`src/rtl/pal_pkg.sv`:
```
package pal_pkg;
   // width of one product-term row word: two literal columns per input plus enable
   function automatic int row_word_width(input int n_in);
      return 2 * n_in + 1;
   endfunction

   // total serial configuration length: all rows plus the output-register select bit
   function automatic int cfg_length(input int n_in, input int n_rows);
      return n_rows * row_word_width(n_in) + 1;
   endfunction
endpackage

```
`src/rtl/pal_cfg_chain.sv`:
```
module pal_cfg_chain #(
   parameter int CFG_BITS = 22
) (
   input  logic                clk,
   input  logic                rst_n,
   input  logic                shift_en,
   input  logic                ser_in,
   output logic [CFG_BITS-1:0] cfg_q
);
   generate
      if (CFG_BITS < 2) begin : g_bad_len
         $error("pal_cfg_chain: CFG_BITS must be at least 2");
      end
   endgenerate

   always_ff @(posedge clk or negedge rst_n) begin
      if (!rst_n) begin
         cfg_q <= '0;
      end else if (shift_en) begin
         cfg_q <= {cfg_q[CFG_BITS-2:0], ser_in};
      end
   end
endmodule

```
`src/rtl/pal_literals.sv`:
```
module pal_literals #(
   parameter int NUM_IN = 3,
   localparam int NUM_LIT = 2 * NUM_IN
) (
   input  logic [NUM_IN-1:0]  in_vec,
   output logic [NUM_LIT-1:0] lits
);
   generate
      for (genvar i = 0; i < NUM_IN; i++) begin : g_lit
         assign lits[2*i]   = in_vec[i];
         assign lits[2*i+1] = ~in_vec[i];
      end
   endgenerate
endmodule

```
`src/rtl/pal_and_plane.sv`:
```
module pal_and_plane
   import pal_pkg::*;
#(
   parameter int NUM_IN   = 3,
   parameter int NUM_ROWS = 3,
   localparam int NUM_LIT  = 2 * NUM_IN,
   localparam int ROW_W    = row_word_width(NUM_IN),
   localparam int PLANE_W  = NUM_ROWS * ROW_W
) (
   input  logic [NUM_LIT-1:0]  lits,
   input  logic [PLANE_W-1:0]  plane_cfg,
   output logic [NUM_ROWS-1:0] row_hit
);
   generate
      for (genvar r = 0; r < NUM_ROWS; r++) begin : g_row
         logic [ROW_W-1:0]   word;
         logic [NUM_LIT-1:0] mask;
         logic               en;
         logic               all_true;
         logic               any_sel;

         assign word     = plane_cfg[r*ROW_W +: ROW_W];
         assign mask     = word[NUM_LIT-1:0];
         assign en       = word[ROW_W-1];
         // unselected columns pass as 1, selected columns pass their literal
         assign all_true = &(lits | ~mask);
         assign any_sel  = |mask;
         assign row_hit[r] = en & any_sel & all_true;
      end
   endgenerate
endmodule

```
`src/rtl/pal_or_stage.sv`:
```
module pal_or_stage #(
   parameter int NUM_ROWS   = 3,
   parameter bit REG_OPTION = 1'b1
) (
   input  logic                clk,
   input  logic                rst_n,
   input  logic [NUM_ROWS-1:0] row_hit,
   input  logic                load_en,
   input  logic                use_reg,
   output logic                sum_or,
   output logic                out_y
);
   assign sum_or = |row_hit;

   generate
      if (REG_OPTION) begin : g_reg
         logic q;
         always_ff @(posedge clk or negedge rst_n) begin
            if (!rst_n) begin
               q <= 1'b0;
            end else begin
               q <= load_en ? 1'b0 : sum_or;
            end
         end
         assign out_y = load_en ? 1'b0 : (use_reg ? q : sum_or);
      end else begin : g_noreg
         logic unused_sel;
         assign unused_sel = use_reg ^ clk ^ rst_n;
         assign out_y = load_en ? 1'b0 : sum_or;
      end
   endgenerate
endmodule

```
`src/rtl/pal_array.sv`:
```
module pal_array
   import pal_pkg::*;
#(
   parameter int NUM_IN     = 3,
   parameter int NUM_ROWS   = 3,
   parameter bit REG_OPTION = 1'b1,
   localparam int NUM_LIT   = 2 * NUM_IN,
   localparam int ROW_W     = row_word_width(NUM_IN),
   localparam int PLANE_W   = NUM_ROWS * ROW_W,
   localparam int CFG_BITS  = cfg_length(NUM_IN, NUM_ROWS)
) (
   input  logic              clk,
   input  logic              rst_n,
   input  logic              load_en,
   input  logic              cfg_bit,
   input  logic [NUM_IN-1:0] in_vec,
   output logic              out_y
);
   generate
      if (NUM_IN < 1 || NUM_IN > 16) begin : g_bad_in
         $error("pal_array: NUM_IN out of range 1..16");
      end
      if (NUM_ROWS < 1 || NUM_ROWS > 64) begin : g_bad_rows
         $error("pal_array: NUM_ROWS out of range 1..64");
      end
   endgenerate

   logic [CFG_BITS-1:0] cfg_q;
   logic [NUM_LIT-1:0]  lits;
   logic [NUM_ROWS-1:0] row_hit;
   logic                sum_or;
   logic                use_reg;

   assign use_reg = cfg_q[CFG_BITS-1];

   pal_cfg_chain #(.CFG_BITS(CFG_BITS)) u_chain (
      .clk      (clk),
      .rst_n    (rst_n),
      .shift_en (load_en),
      .ser_in   (cfg_bit),
      .cfg_q    (cfg_q)
   );

   pal_literals #(.NUM_IN(NUM_IN)) u_lits (
      .in_vec (in_vec),
      .lits   (lits)
   );

   pal_and_plane #(.NUM_IN(NUM_IN), .NUM_ROWS(NUM_ROWS)) u_and (
      .lits      (lits),
      .plane_cfg (cfg_q[PLANE_W-1:0]),
      .row_hit   (row_hit)
   );

   pal_or_stage #(.NUM_ROWS(NUM_ROWS), .REG_OPTION(REG_OPTION)) u_or (
      .clk     (clk),
      .rst_n   (rst_n),
      .row_hit (row_hit),
      .load_en (load_en),
      .use_reg (use_reg),
      .sum_or  (sum_or),
      .out_y   (out_y)
   );
endmodule

```
`config.mk`:
```
export PLATFORM = sky130hd
export DESIGN_NAME = pal_array
export DESIGN_NICKNAME = d
export VERILOG_FILES = /design/src/rtl/pal_pkg.sv /design/src/rtl/pal_cfg_chain.sv /design/src/rtl/pal_literals.sv /design/src/rtl/pal_and_plane.sv /design/src/rtl/pal_or_stage.sv /design/src/rtl/pal_array.sv
export SDC_FILE = /design/constraint.sdc
export NUM_CORES = 1
export LEC_CHECK = 0
export BUFFER_PORTS_ARGS = -buffer_cell sky130_fd_sc_hd__buf_2
export CAP_MARGIN = 15
export CORE_MARGIN = 5
export CORE_UTILIZATION = 25
export DETAILED_ROUTE_END_ITERATION = 10
export HOLD_SLACK_MARGIN = 0.02
export PLACE_DENSITY = 0.36
export SYNTH_ARGS = -nofsm -noshare
export SYNTH_HDL_FRONTEND = slang
export SYNTH_SLANG_ARGS = --single-unit
```
`constraint.sdc`:
```
create_clock -name clk -period 2.3 [get_ports clk]
set_input_delay 0.23 -clock clk [delete_from_list [all_inputs] [get_ports clk]]
set_output_delay 0.23 -clock clk [all_outputs]
set_load 0.005 [all_outputs]
```
; Yosys cells after proc, flatten, opt, wreduce, memory -nomap -nowiden
; Index checks and enable logic that the tools add are counted.
[totals]
out_inout_bits = 1
input_bits = 7
register_bits = 23
[op_classes]
n_reduce_logical = 7
mux = 3
n_bitwise = 15
[op_table]
columns = op, n
row1 = NOT 6 bit, 3
row2 = bitwise OR 6 bit, 3
row3 = AND reduction 6 bit, 3
row4 = OR reduction 6 bit, 3
row5 = bitwise AND 1 bit, 6
row6 = two-way mux 1 bit, 3
row7 = NOT 1 bit, 3
row8 = OR reduction 3 bit, 1

; Logic depth before layout (Yosys ltp)
; Gate-level depths: netlist of the first run.
[depth]
depth_word = 7
mapped_depth = 5
ltp_nobuf = 5

; Modules after synthesis
; From an unflattened synthesis of the first run, not the netlist that was laid out.
[hier_totals]
cells_unflattened = 91
area_unflattened_um2 = 1144.8
[modules_own_cells]
columns = module, cells_per_inst, area_each_um2, n_inst
row1 = pal_cfg_chain, 46, 820.8, 1
row2 = pal_and_plane, 33, 222.7, 1
row3 = pal_or_stage, 6, 67.6, 1
row4 = pal_literals, 6, 33.8, 1

; Worst setup path after synthesis of the first run
; OpenSTA, ideal clock, no wires.
[synth_timing]
kind = register to output
startpoint = register u_chain.cfg_q[7]
endpoint = output port out_y
stages_incl_launch_ff = 6
arrival_time_ps = 1458
path_slack_ps = 612
path_cell_list = dfrtp_1 > or4_1 > o21ai_0 > a21oi_1 > nor4_1 > nor3_1
[synth_via]
elab_chain_len = 7
elab_cells_between_ends = 9
classes_between = mux (2) / bitwise (4) / reduce/logical (3)
[synth_lines]
columns = element, line_no
row1 = start: declaration, pal_cfg_chain.sv:8  ; output logic [CFG_BITS-1:0] cfg_q
row2 = start signal: assignment, pal_cfg_chain.sv:20  ; cfg_q <= {cfg_q[CFG_BITS-2:0], ser_in};
row3 = NOT 6 bit, pal_and_plane.sv:26  ; assign all_true = &(lits | ~mask);
row4 = bitwise OR 6 bit, pal_and_plane.sv:26
row5 = AND reduction 6 bit, pal_and_plane.sv:26
row6 = bitwise AND 1 bit *, pal_and_plane.sv:28  ; assign row_hit[r] = en & any_sel & all_true;
row7 = OR reduction 3 bit *, pal_or_stage.sv:13  ; assign sum_or = |row_hit;
row8 = two-way mux 1 bit * (2 in a row), pal_or_stage.sv:25  ; assign out_y = load_en ? 1'b0 : (use_reg ? q : sum_or);
row9 = end: declaration, pal_array.sv:17  ; output logic out_y
; Every way passes the cells marked *; elsewhere a longest branch is shown, timed or not.

; Final worst setup path of the first run
; Ends and elaborated chain as after synthesis.

==> results.tsv, run 1 <==
metric	value	unit
status	finished clean	
clock.fmax	0.457	GHz
crit_fanout	4	
p_leak	0.508	nW
drive_gt1_frac	0.379	
pwr-share-comb	0.252	
cp-startpoint	u_chain.cfg_q[7]	
clkPwrFrac	0.189	
crit_type	flip-flop to primary output	
fillers	422	
grt_overflow_total	0	
area_growth	14.1	%
cts-buffers-inserted	3	
power	0.00129	W
setup_viol_count_final	0	
drv_slew	0	
r2r-start	u_chain.cfg_q[7]	
core	4000	um2
clkTransAtPathRegs	0.08	ns
ys.warnings.count	0	
pwr_density_cell	1100	nW/um2
floorplan.initialDensity	0.257	
grt_max_degree	25	
place_inst	132	
pin_count	8	
die_area	5500	um2
hold_path.class	input port to flip-flop	
die_x	74.1	um
period_share	0.951	
clock-root-buffer	clkbuf_8	
vias_per_cell	4.40	
cp-start-kind	flip-flop	
die_h	74.1	um
rows	23	
synth-seq-area-share	0.560	
htree_levels	1	
setup-tns-final	0	ns
clock_sinks	23	
ys_types	13	
grt_setup_unrepaired	no	
max-slew-margin-rel	0.657	
netlist_instances	78	
timing.final.ws_setup	0.113	ns
vdd_ir_drop_max	297	uV
worstHoldStart	cfg_bit	
ys_ff_latch	23	
fin_skew	0.00116	ns
regArea	576	um2
cts_tree	yes	
final_nets	95	
avgSynthCellArea	13.2	um2
drc_errors	0	
cap_violations	0	
power.switching	0.000388	W
tightest_slew	0.515	ns
antenna_found_initial	0	
ant_nets	0	
finalNonFillerCells	137	
power_frac_seq	0.559	
gp_congestion	0.706	
wl_per_cell	12.9	um
worst_ep_arrival_time	1.96	ns
period_minus_slack	2.19	ns
synth_fp_nets	85	
io_buffers	7	
required	2.07	ns
clkLatencyLatePin	0.26	ns
hold_violations	0	
hpwl	1.31	mm
drt_first_pass_iters	3	
drt_iter0_markers	27	
swShare	0.301	
clk_path_buf_depth	2	
grt_pass1_vias	713	
syn_area	1030	um2
diodes	0	
grt_pass1_wl	3.28	mm
vias	603	
end_kind	primary output	
wirelength	1.77	mm
multi_input_area	445	um2
track_usage	0.0788	
internal_power	0.000901	W
dp_slack	0.369	ns
==> sequential cells by signal (all words and copies together), names as in the netlist <==
name,flops
u_chain.cfg_q,22
u_or.g_reg.q,1
==> power by group through the flow <==
stage,Combinational (W),Clock (W),Sequential [W]
after floorplan,0.000266,0,0.000676
after global placement,0.000315,0,0.000732
after detailed placement,0.000320,0,0.000730
after CTS,0.000324,0.000260,0.000721
after global routing,0.000369,0.000273,0.000755
final,0.000325,0.000244,0.000720
==> worst max-delay path, cell delays in order, from the launching register on <==
cell and delay (ns):
dfrtp_1 0.41, or4_4 0.54, o21ai_1 0.13, a21oi_1 0.10, nor4_1 0.29, nor3_1 0.07
buf_2 0.15
==> metal layers <==
layer	global-route usage	share of wire
met5	0	0
met4	0.0362	0.011
met3	0.0176	0.033
met2	0.130	0.48
met1	0.0980	0.47
==> final cells by class <==
cell class,count,share of cell area
Sequential cell,23,0.490
Multi-Input combinational cell,52,0.380
Clock buffer,4,0.0384
Tap cell,50,0.0533
Timing Repair Buffer,8,0.0384
==> through the flow <==
stage	util	cell area (um2)	hold slack, ns
floorplan	-	1030	-0.0656
global placement	0.279	1110	0.241
detailed placement	0.279	1110	0.230
CTS	0.292	1170	0.194
global route	0.293	1170	0.217
finish	0.293	1170	0.206
==> cell usage in the layout (no fill, tap or decap), drive strengths merged <==
cell,instances
mux2,22
nor2,2
nor3,6
dfrtp,23
nor2b,2
a21oi,1
mux2i,8
or4,3
clkbuf,4
buf,7
o21ai,2
dlygate4sd3,1
nor4,1
nand2,4
nand3,1
==> Yosys cell counts <==
cell type | n | area [um2]
a21oi_1 | 1 | 5.00
dfrtp_1 | 23 | 576
mux2_2 | 22 | 248
nand2_1 | 4 | 15.0
or4_1 | 3 | 22.5
nor2b_1 | 2 | 12.5
nor3_1 | 6 | 30.0
clkbuf_1 | 3 | 11.3
nor4_1 | 1 | 6.26
nand3_1 | 1 | 5.00
o21ai_0 | 2 | 10.0
mux2i_1 | 8 | 80.1
nor2_1 | 2 | 7.51
==> timing repair <==
action                     in CTS  in global routing
setup endpoints to repair       0                  1
setup buffers                   0                  0
gates resized for setup         0                  3
hold endpoints to repair       23                  0
hold buffers                    1                  0
==> logic make-up (layout without fill, tap and decap cells) <==
logic type,after synthesis,count (layout),share of synthesized area
buffers and inverters,3,12,0.0109
and+or+nand+nor,19,19,0.0961
muxes,30,30,0.319
AOI/OAI and AO/OA,3,3,0.0146
DFF,23,23,0.560
==> worst paths after layout <==
kind | endpoint | slack (ns) | cells past startpoint
min reg2reg | u_chain.cfg_q[7] | 0.54 | 1
max reg2reg | u_or.g_reg.q | 0.74 | 5
min | u_chain.cfg_q[0] | 0.21 | 2
max | out_y | 0.11 | 6
min in group asynchronous | u_chain.cfg_q[21] | 0.48 | 2
max in group asynchronous | u_chain.cfg_q[8] | 1.48 | 2
Note: power is estimated with default switching activity, not from simulation.
==> run 2, diff against run 1 <==
--- a/config.mk
+++ b/config.mk
@@ -12,6 +12,7 @@
 export DETAILED_ROUTE_END_ITERATION = 10
 export HOLD_SLACK_MARGIN = 0.02
 export PLACE_DENSITY = 0.36
+export SETUP_SLACK_MARGIN = 0.4
 export SYNTH_ARGS = -nofsm -noshare
 export SYNTH_HDL_FRONTEND = slang
 export SYNTH_SLANG_ARGS = --single-unit
==> results.tsv, run 2 (same netlist as run 1, synthesis figures left out) <==
metric	value	unit	change
status	finished clean		
dp_slack	0.369	ns	unchanged
r2r_slack	0.77	ns	+0.03 ns
htree_levels	1		unchanged
hold_path.class	input port to flip-flop		
drive_gt1_frac	0.462		+0.0822
track_usage	0.0799		+0.00113
vdd_ir_drop_max	298	uV	+0.42%
clock-root-buffer	clkbuf_8		
drc_errors	0		unchanged
grt_pass1_wl	3.33	mm	+1.5%
finalNonFillerCells	141		+2.9%
final_nets	99		+4.2%
gp_congestion	0.706		unchanged
end_kind	primary output		
io_buffers	7		unchanged
ant_nets	0		unchanged
die_h	74.1	um	unchanged
clkLatencyLatePin	0.26	ns	about the same
pin_count	8		unchanged
cp-startpoint	u_chain.cfg_q[8]		
cp-start-kind	flip-flop		
crit_fanout	2		-2
grt_max_degree	25		unchanged
area_growth	19.2	%	
vias_per_cell	4.43		+0.71%
crit_type	flip-flop to primary output		
clock_sinks	23		unchanged
hold_violations	0		unchanged
tightest_slew	0.511	ns	-0.00426 ns
grt_pass1_vias	729		+2.2%
wl_per_cell	13.1	um	+1.7%
period_share	0.910		-0.0411
wirelength	1.85	mm	+4.7%
grt_setup_unrepaired	yes		
grt_overflow_total	0		unchanged
period_minus_slack	2.09	ns	-0.0946 ns
vias	625		+3.6%
setup_viol_count_final	0		unchanged
drt_iter0_markers	42		+56%
power	0.00137	W	+6.4%
diodes	0		unchanged
regMostFlops	u_chain.cfg_q		
place_inst	132		unchanged
clk_path_buf_depth	2		unchanged
r2r-start	u_chain.cfg_q[2]		
cap_violations	0		unchanged
rows	23		unchanged
final_common_cell	dfrtp_1		
core	4000	um2	unchanged
setup-tns-final	0	ns	unchanged
largestRegisters	u_chain.cfg_q x22, u_or.g_reg.q x1		
required	2.07	ns	about the same
floorplan.initialDensity	0.257		unchanged
p_leak	0.532	nW	+4.8%
worst_ep_arrival_time	1.86	ns	-0.10 ns
die_x	74.1	um	unchanged
clock.fmax	0.478	GHz	+4.5%
clkTransAtPathRegs	0.08	ns	about the same
timing.final.ws_setup	0.208	ns	+0.0946 ns
reg2regPathDepth	5		unchanged
largest_reg_flops	22		unchanged
drt_first_pass_iters	2		-1
pwr_density_cell	1120	nW/um2	+1.9%
mostFrequentLayoutCells	dfrtp_1, mux2_2, mux2i_1, buf_2, nor3_1		
drv_slew	0		unchanged
die_area	5500	um2	unchanged
cts-buffers-inserted	3		unchanged
r2r_end	u_or.g_reg.q		
cts_tree	yes		
worstSetupEndpoint	out_y		
max-slew-margin-rel	0.660		+0.00284
fin_skew	0.00116	ns	-0.0000000500 ns
antenna_found_initial	0		unchanged
hpwl	1.31	mm	unchanged
-- run 2: cell types whose count changed in the layout (fill, tap and decap cells not counted) --
cell | previous run | this run
a21oi_1 | 1 | 0
o21ai_1 | 2 | 0
nor4_1 | 1 | 0
nor3_2 | 0 | 1
buf_4 | 0 | 4
a21oi_2 | 0 | 1
nor4_2 | 0 | 1
nor3_1 | 6 | 5
o21ai_2 | 0 | 2
-- run 2: worst min path at each step --
| stage | from | to | depth (start not counted) |
|---|---|---|---|
| after global routing | cfg_bit | u_chain.cfg_q[0] | 2 |
| after global placement | rst_n | u_chain.cfg_q[20] | 1 |
| after floorplan | rst_n | u_chain.cfg_q[0] | 0 |
| final | cfg_bit | u_chain.cfg_q[0] | 2 |
| after detailed placement | rst_n | u_chain.cfg_q[21] | 1 |
| after CTS | cfg_bit | u_chain.cfg_q[0] | 2 |
-- run 2: stage by stage --
step	instance area [um2]	utilization	hold slack [ns]
global route	1230	0.307	0.217
floorplan	1030	-	-0.0656
finish	1230	0.307	0.202
CTS	1200	0.300	0.194
detailed placement	1110	0.279	0.230
global placement	1110	0.279	0.241
-- run 2: repair_timing --
action | 4_1_cts | 5_1_grt
gates cloned | 0 | 0
endpoints found under the hold margin | 23 | 0
pin swaps | 5 | 2
resized for setup | 6 | 2
setup buffers | 2 | 2
hold buffers | 1 | 0
endpoints found under the setup margin | 1 | 1
-- run 2: worst max-delay path, stage by stage, from the launching register on --
cell and delay [ns]:
dfrtp_1 0.38, or4_4 0.55, o21ai_2 0.14, a21oi_2 0.08, nor4_2 0.23, nor3_1 0.06
buf_2 0.15
-- run 2: cell type report --
cell class | instances | area (um2)
Clock buffer | 4 | 45.0
Fill cell | 416 | 2770
Multi-Input combinational cell | 52 | 468
Sequential cell | 23 | 576
Tap cell | 50 | 62.6
Timing Repair Buffer | 12 | 75.1
-- run 2: metal layers --
metal / GRT usage / wire, um / vias up
met3: 0.0176 / 62 / 2
li1: - / - / 309
met5: 0 / 0 / -
met2: 0.135 / 893 / 6
met1: 0.0972 / 875 / 308
met4: 0.0362 / 19 / 0
-- run 2: power breakdown --
group,internal [W],switching [W]
registers,0.000571,0.000151
clock network,0.000123,0.000122
logic,0.000256,0.000148
total,0.000950,0.000421
==> run 3, diff against run 2 <==
--- a/config.mk
+++ b/config.mk
@@ -7,9 +7,11 @@
 export LEC_CHECK = 0
 export BUFFER_PORTS_ARGS = -buffer_cell sky130_fd_sc_hd__buf_2
 export CAP_MARGIN = 15
+export CORE_ASPECT_RATIO = 0.7
 export CORE_MARGIN = 5
 export CORE_UTILIZATION = 25
 export DETAILED_ROUTE_END_ITERATION = 10
+export GPL_TIMING_DRIVEN = 0
 export HOLD_SLACK_MARGIN = 0.02
 export PLACE_DENSITY = 0.36
 export SETUP_SLACK_MARGIN = 0.4
==> results.tsv, run 3 (same netlist as run 1, synthesis figures left out) <==
metric	value	unit	change
status	finished clean		
clkTransAtPathRegs	0.08	ns	about the same
drt_first_pass_iters	4		+2
grt_overflow_total	0		unchanged
dp_slack	0.334	ns	-0.0354 ns
drc_errors	0		unchanged
end_kind	primary output		
io_buffers	6		-1
clock-root-buffer	clkbuf_8		
final_common_cell	dfrtp_1		
hpwl	1.36	mm	+3.9%
wirelength	2.03	mm	+9.6%
drive_gt1_frac	0.452		-0.00993
hold_violations	0		unchanged
diodes	0		unchanged
mostFrequentLayoutCells	dfrtp_1, mux2_2, mux2i_1, buf_2, nor3_1		
die_h	63.7	um	-14%
wl_per_cell	14.0	um	+6.6%
largest_reg_flops	22		unchanged
place_inst	136		+3.0%
p_leak	0.534	nW	+0.46%
fin_skew	0.00302	ns	+0.00186 ns
tightest_slew	0.558	ns	+0.0474 ns
placed_area	1120	um2	+0.79%
setup-tns-final	0	ns	unchanged
clock.fmax	0.472	GHz	-1.2%
clock_sinks	23		unchanged
vdd_ir_drop_max	304	uV	+1.9%
track_usage	0.0821		+0.00223
grt_max_degree	24		-4.0%
die_x	86.7	um	+17%
area_growth	20.2	%	
crit_type	flip-flop to primary output		
cts_tree	yes		
design_area	1240	um2	+0.82%
pwr_density_cell	1120	nW/um2	+0.35%
cts-buffers-inserted	3		unchanged
hold_path.class	input port to flip-flop		
grt_pass1_wl	3.42	mm	+2.5%
vias	657		+5.1%
r2r_slack	0.78	ns	about the same
period_minus_slack	2.12	ns	+0.0250 ns
drt_iter0_markers	34		-19%
clkLatencyLatePin	0.26	ns	about the same
pin_count	8		unchanged
grt_pass1_vias	678		-7.0%
grt_setup_unrepaired	yes		
worst_ep_arrival_time	1.89	ns	+0.03 ns
clk_path_buf_depth	2		unchanged
finalNonFillerCells	145		+2.8%
largestRegisters	u_chain.cfg_q x22, u_or.g_reg.q x1		
cap_violations	0		unchanged
ant_nets	0		unchanged
timing.final.ws_setup	0.183	ns	-0.0250 ns
vias_per_cell	4.53		+2.2%
gp_congestion	0.608		-14%
rows	19		-17%
die_area	5520	um2	+0.37%
drv_slew	0		unchanged
antenna_found_initial	0		unchanged
setup_viol_count_final	0		unchanged
cp-start-kind	flip-flop		
regMostFlops	u_chain.cfg_q		
htree_levels	1		unchanged
final_nets	101		+2.0%
crit_fanout	2		unchanged
required	2.07	ns	about the same
core	3950	um2	-1.3%
floorplan.initialDensity	0.261		+0.00351
period_share	0.921		+0.0109
max-slew-margin-rel	0.628		-0.0316
==> run 3: cell types whose count changed in the layout (fill, tap and decap cells not counted), sizes merged <==
cell,delta
buf,-1
clkbuf,+2
clkinv,+1
==> run 3: timing repair <==
item                                    in CTS  in global routing
endpoints found under the setup margin       1                  1
pin swaps                                    4                  2
hold endpoints to repair                    23                  0
hold buffers                                 1                  0
resized for setup                            6                  2
buffers inserted                             2                  2
==> run 3: cell type report <==
type | count | area [um2]
Clock buffer | 3 | 41.3
Tap cell | 52 | 65.1
Fill cell | 416 | 2710
Buffer | 3 | 11.3
Sequential cell | 23 | 576
Clock inverter | 1 | 5.00
Timing Repair Buffer | 11 | 70.1
Multi-Input combinational cell | 52 | 468
==> run 3: through the flow <==
step	utilization	total power, W	hold slack (ns)
6_report	0.313	0.00139	0.191
5_1_grt	0.313	0.00149	0.183
4_1_cts	0.307	0.00136	0.183
3_5_place_dp	0.285	0.00105	0.246
3_3_place_gp	0.285	0.00104	0.240
2_1_floorplan	-	0.000942	-0.0656
==> run 3: worst paths after layout <==
kind                                  start                 to  cells after the start
max                        u_chain.cfg_q[8]              out_y                      6
min                                 cfg_bit   u_chain.cfg_q[0]                      2
max reg2reg                u_chain.cfg_q[8]       u_or.g_reg.q                      5
min reg2reg                u_chain.cfg_q[6]   u_chain.cfg_q[6]                      1
max in group asynchronous             rst_n  u_chain.cfg_q[14]                      2
min in group asynchronous             rst_n   u_chain.cfg_q[4]                      2
==> run 3: worst max-delay path: stages (launching register included) <==
cell and delay [ns]:
dfrtp_1 0.38, or4_4 0.55, o21ai_2 0.15, a21oi_2 0.08, nor4_2 0.23, nor3_1 0.08, buf_2 0.16
==> run 3: metal layers <==
layer / GRT usage / routed length (um) / up-vias
met2: 0.112 / 862 / 10
met4: 0.0292 / 18 / 0
met3: 0.0391 / 99 / 2
met5: 0 / 0 / -
li1: - / - / 316
met1: 0.112 / 1050 / 329
==> run 3: where the power goes <==
part	switching (W)	internal (W)	leakage, nW
sequential	0.000151	0.000571	0.278
combinational	0.000158	0.000257	0.231
clock	0.000129	0.000121	0.0255
total	0.000438	0.000949	0.534
